File: config.mk
export PLATFORM = sky130hd
export DESIGN_NAME = stb_srq_unit
export DESIGN_NICKNAME = d
export VERILOG_FILES = /design/src/rtl/stb_pkg.sv /design/src/rtl/stb_summary.sv /design/src/rtl/stb_edge_detect.sv /design/src/rtl/stb_srq_flag.sv /design/src/rtl/stb_read_port.sv /design/src/rtl/stb_srq_unit.sv
export SDC_FILE = /design/constraint.sdc
export NUM_CORES = 1
export LEC_CHECK = 0
export ABC_AREA = 1
export ABC_CLOCK_PERIOD_IN_PS = 1100
export BUFFER_PORTS_ARGS = -buffer_cell sky130_fd_sc_hd__buf_2
export CAP_MARGIN = 20
export CORE_MARGIN = 4
export CORE_UTILIZATION = 45
export DETAILED_ROUTE_END_ITERATION = 8
export GPL_TIMING_DRIVEN = 0
export PLACE_DENSITY_LB_ADDON = 0.08
export SLEW_MARGIN = 25
export SYNTH_ARGS = -nofsm -noshare
export SYNTH_HDL_FRONTEND = slang
export SYNTH_SLANG_ARGS = --single-unit
File: constraint.sdc
create_clock -name clk -period 1.1 [get_ports clk]
set_input_delay 0.22 -clock clk [delete_from_list [all_inputs] [get_ports clk]]
set_output_delay 0.22 -clock clk [all_outputs]
set_load 0.01 [all_outputs]
File: src/rtl/stb_pkg.sv
package stb_pkg;

    localparam int BYTE_W   = 8;
    localparam int NUM_EVT  = 3;
    localparam int BIT_SUMM = 6;

    // Status bits that may contribute to the summary (all but bit 6)
    localparam logic [BYTE_W-1:0] SUMM_SRC = 8'b1011_1111;

    typedef struct packed {
        logic spare7;
        logic summ;
        logic std_sum;
        logic msg_avail;
        logic spare3;
        logic ev2_sum;
        logic ev1_sum;
        logic ev0_sum;
    } status_t;

    function automatic status_t build_status(
        input logic [NUM_EVT-1:0] ev_sum,
        input logic               std_sum,
        input logic               msg_avail
    );
        status_t s;
        s           = '0;
        s.ev0_sum   = ev_sum[0];
        s.ev1_sum   = ev_sum[1];
        s.ev2_sum   = ev_sum[2];
        s.std_sum   = std_sum;
        s.msg_avail = msg_avail;
        return s;
    endfunction

    function automatic logic [BYTE_W-1:0] with_bit6(input status_t s, input logic b6);
        logic [BYTE_W-1:0] v;
        v           = s;
        v[BIT_SUMM] = b6;
        v[7]        = 1'b0;
        v[3]        = 1'b0;
        return v;
    endfunction

endpackage

File: src/rtl/stb_summary.sv
module stb_summary
    import stb_pkg::*;
#(
    parameter int EVT_W = 8,
    parameter int STD_W = 8
) (
    input  logic [NUM_EVT-1:0][EVT_W-1:0] evt_regs,
    input  logic [STD_W-1:0]              std_reg,
    input  logic                          msg_avail,
    output status_t                       live
);
    logic [NUM_EVT-1:0] ev_sum;

    for (genvar g = 0; g < NUM_EVT; g++) begin : g_sum
        assign ev_sum[g] = |evt_regs[g];
    end

    assign live = build_status(ev_sum, |std_reg, msg_avail);

endmodule

File: src/rtl/stb_edge_detect.sv
module stb_edge_detect
    import stb_pkg::*;
(
    input  logic              clk,
    input  logic              rst,
    input  logic [BYTE_W-1:0] masked,
    output logic              rise_any
);
    logic [BYTE_W-1:0] hist_q;

    always_ff @(posedge clk) begin
        if (rst) hist_q <= '0;
        else     hist_q <= masked;
    end

    assign rise_any = |(masked & ~hist_q);

endmodule

File: src/rtl/stb_srq_flag.sv
module stb_srq_flag (
    input  logic clk,
    input  logic rst,
    input  logic rise_any,
    input  logic drop_req,
    output logic srq_q
);
    always_ff @(posedge clk) begin
        if (rst)           srq_q <= 1'b0;
        else if (rise_any) srq_q <= 1'b1;
        else if (drop_req) srq_q <= 1'b0;
    end
endmodule

File: src/rtl/stb_read_port.sv
module stb_read_port
    import stb_pkg::*;
(
    input  logic              clk,
    input  logic              rst,
    input  logic              poll_rd,
    input  logic              query_rd,
    input  status_t           live,
    input  logic              srq,
    input  logic              mss,
    output logic [BYTE_W-1:0] poll_byte,
    output logic [BYTE_W-1:0] query_byte
);
    always_ff @(posedge clk) begin
        if (rst) begin
            poll_byte  <= '0;
            query_byte <= '0;
        end else begin
            if (poll_rd)  poll_byte  <= with_bit6(live, srq);
            if (query_rd) query_byte <= with_bit6(live, mss);
        end
    end
endmodule

File: src/rtl/stb_srq_unit.sv
module stb_srq_unit
    import stb_pkg::*;
#(
    parameter int EVT_W = 8,
    parameter int STD_W = 8
) (
    input  logic              clk,
    input  logic              rst,
    input  logic [EVT_W-1:0]  evt0_bits,
    input  logic [EVT_W-1:0]  evt1_bits,
    input  logic [EVT_W-1:0]  evt2_bits,
    input  logic [STD_W-1:0]  std_evt_bits,
    input  logic              queue_nonempty,
    input  logic              en_wr,
    input  logic [7:0]        en_data,
    input  logic              poll_rd,
    input  logic              query_rd,
    input  logic              clr_stat,
    output logic [7:0]        poll_byte,
    output logic [7:0]        query_byte,
    output logic              srv_req
);
    status_t                       live;
    logic [BYTE_W-1:0]             mask_q;
    logic [BYTE_W-1:0]             masked;
    logic                          mss;
    logic                          rise_any;
    logic                          srq_q;
    logic [NUM_EVT-1:0][EVT_W-1:0] evt_regs;

    assign evt_regs = {evt2_bits, evt1_bits, evt0_bits};

    always_ff @(posedge clk) begin
        if (rst)        mask_q <= '0;
        else if (en_wr) mask_q <= en_data;
    end

    stb_summary #(.EVT_W(EVT_W), .STD_W(STD_W)) u_sum (
        .evt_regs  (evt_regs),
        .std_reg   (std_evt_bits),
        .msg_avail (queue_nonempty),
        .live      (live)
    );

    assign masked = live & mask_q & SUMM_SRC;
    assign mss    = |masked;

    stb_edge_detect u_edge (
        .clk      (clk),
        .rst      (rst),
        .masked   (masked),
        .rise_any (rise_any)
    );

    stb_srq_flag u_flag (
        .clk      (clk),
        .rst      (rst),
        .rise_any (rise_any),
        .drop_req (poll_rd | clr_stat),
        .srq_q    (srq_q)
    );

    stb_read_port u_rd (
        .clk        (clk),
        .rst        (rst),
        .poll_rd    (poll_rd),
        .query_rd   (query_rd),
        .live       (live),
        .srq        (srq_q),
        .mss        (mss),
        .poll_byte  (poll_byte),
        .query_byte (query_byte)
    );

    assign srv_req = srq_q;

endmodule

==> metrics.md <==
| Metric | Value |
|---|---|
| Worst reg2reg path startpoint | mask_q[4]$_SDFFE_PP0P_ |
| Clock Skews | 0.001348 ns |
| Worst Hold Class | in2reg |
| Max Cap Violations | 0 |
| First-pass GRT wire length | 4167 um |
| Avg Cell Area, Syn | 7.044 um2 |
| Lkg Pwr | 0.8031 nW |
| PnR Total Power | 1.609 mW |
| Routing usage on met2 | 29.90% |
| Status | finished clean |
| Crit path from | u_rd.query_byte[6]$_SDFFE_PP0P_ |
| Cell family with most CP delay | flip-flops |
| Global Route Usage Sum | 16.31% |
| Clock buffer depth | 2 |
| IO Port Bufs | 56 |
| N_diodes | 0 |
| GRT busiest layer | met2 |
| Worst hold slack | 0.1180 ns |
| Final antenna-violating net count | 0 |
| Worst Path Required | 0.88 ns |
| Pwr Density | approximately 1200 nW/um2 |
| Largest net degree at the start of global routing | 14 |
| Vias | ~1100 |
| Hold path startpoint | en_data[0] |
| M3 GR Usage | under 10% |
| Grt met1 use | 17.31% |
| Setup crit start kind | flop |
| Die width | 55.81 um |
| Starting Density | approximately 47% |
| DP HPWL | just over 2000 um |
| H-tree Lvls | 1 |
| Max IR drop VDD | 609.3 uV |
| Starting DRT DRC Count | 7 |
| CTS Hold Bufs | 0 |
| DR vias/cell | 4.430 |
| Crit-path max cell delay | 0.38 ns |
| # clock sinks | 23 |
| Buf/Inv on CP | 1 |
| #FFs+latches synth | 23 |
| # rows | 17 |
| Clk slew on worst S/H paths | 0.12 ns |
| CP Max Fanout | 2 |
| Final nets | 257 |
| Share of cells above drive strength 1 | 36.36% |
| Die height | around 56 um |
| CTS resizes | 0 |
| Layout overhead on the synthesized area | 34.43% |
| Most common cell after layout, fill and taps aside | buf_2 |
| Crit path time final | 1.064 ns |
| Initial antenna violation count | 0 |
| Grt total ovfl | 0 |
| Most frequent cells in the layout | buf_2 (57), nor2_1 (31), inv_1 (27), dfxtp_1 (23), nand2_1 (15) |
| Critical path class | reg2out |
| Library cells used by synthesis | 20 |
| CTS Buf Count | 3 |
| Worst setup EP type | output port |
| Num ports | 64 |
| DR pass1 iterations | 4 |
| Worst-Skew Late Latency | 0.31 ns |
| Routed WL | 2432 um |
| Overall die area | roughly 3100 um2 |
| Seq/Total Area, Yosys | 44.77% |
| Critical path arrival | 0.84 ns |
| Vias in the first global route | 1062 |
| Fin crit share | 96.73% |
| Synth warn | 0 |
| Fin. max-slew vios | 0 |
| Gp weighted congestion | 0.6988 |
| Sequence of cells on the critical path | buf_2 |
| Cell Area, Synth | 1028 um2 |
| Post-Synthesis Cells | 146 |
| Final hold vios | 0 |
| Worst path slowest cell | dfxtp_1 |
| Setup TNS | 0 ns |
| RSZ-0062 raised after global routing | false |
| CTS tree | yes |
| Post-CTS Repair Setup Buffers | 0 |
| Final setup fails | 0 |
| Number of remaining DRC errors | 0 |
| Clock root cell | clkbuf_4 |
| Wire per inst | 10.26 um |
| Fmax | 939.8 MHz |
| Core Region | 2191 um2 |
[logic make-up (layout without fill, tap and decap cells)]
family,Yosys count,after routing,synth area share [%]
simple gates,59,59,24.57
buf+inv,35,95,15.45
other cells,1,4,0.3646
flops,23,23,44.77
compound gates,28,28,14.84
[report_power, final]
| group | internal [mW] | total (mW) | switching [mW] |
|---|---|---|---|
| Clock | 0.136 | 0.388 | 0.251 |
| Combinational | 0.148 | 0.302 | 0.154 |
| Sequential | 0.890 | 0.919 | 0.0296 |
[metrics by stage]
| step | std cells | setup slack, ns | utilization [%] | instance area [um2] |
|---|---|---|---|---|
| 4_1_cts | 237 | 0.03978 | 63.11 | 1383 |
| 6_report | 237 | 0.03593 | 63.11 | 1383 |
| 2_1_floorplan | 149 | 0.2720 | - | 1040 |
| 3_5_place_dp | 233 | 0.05041 | 61.85 | 1355 |
| 3_3_place_gp | 233 | 0.06726 | 61.85 | 1355 |
| 5_1_grt | 237 | 0.009145 | 63.11 | 1383 |
[worst paths after layout]
kind | end | slack (ns) | cells past startpoint
max reg2reg | u_flag.srq_q$_SDFFE_PP0P_ | 0.17 | 6
min reg2reg | u_edge.hist_q[2]$_SDFF_PP0_ | 0.49 | 2
max | query_byte[6] | 0.04 | 1
min | mask_q[0]$_SDFFE_PP0P_ | 0.12 | 3
[cells in the mapped netlist (all sizes together)]
cell type	count	area (um2)
nand4	2	12.51
nand2	17	68.81
conb	1	3.750
nor2	33	128.9
nand3	6	35.03
a21oi	10	50.05
inv	28	105.1
nand3b	1	7.510
o21ai	17	96.34
o22ai	1	6.260
buf	7	53.80
dfxtp	23	460.4
[worst reg2reg max path: stages (launching register included)]
cell and delay, ns:
dfxtp_1 0.36, nand2_1 0.11, o22ai_1 0.16, inv_1 0.06, nand2_1 0.06, nor2_1 0.04, nor2_1 0.09
[routing by layer]
metal | vias to the layer above | wire length (um)
li1 | 568 | -
met1 | 450 | 929
met2 | 26 | 1328
met3 | 6 | 120
met4 | 0 | 53
met5 | - | 0
[flip-flops by register name, indices dropped and copies added, names as in the netlist]
register / count
mask_q: 5
u_flag.srq_q: 1
u_rd.poll_byte: 6
u_edge.hist_q: 5
u_rd.query_byte: 6
[cell type report]
cell class	count	area [um2]
tap	28	35.03
buffer	7	53.80
inverter	28	105.1
multi-input combinational	91	420.4
sequential	23	460.4
timing repair buffer	56	280.3
clock inverter	1	5.005
clock buffer	3	22.52
fill	225	808.3
Power figures use the tool's default switching activity.
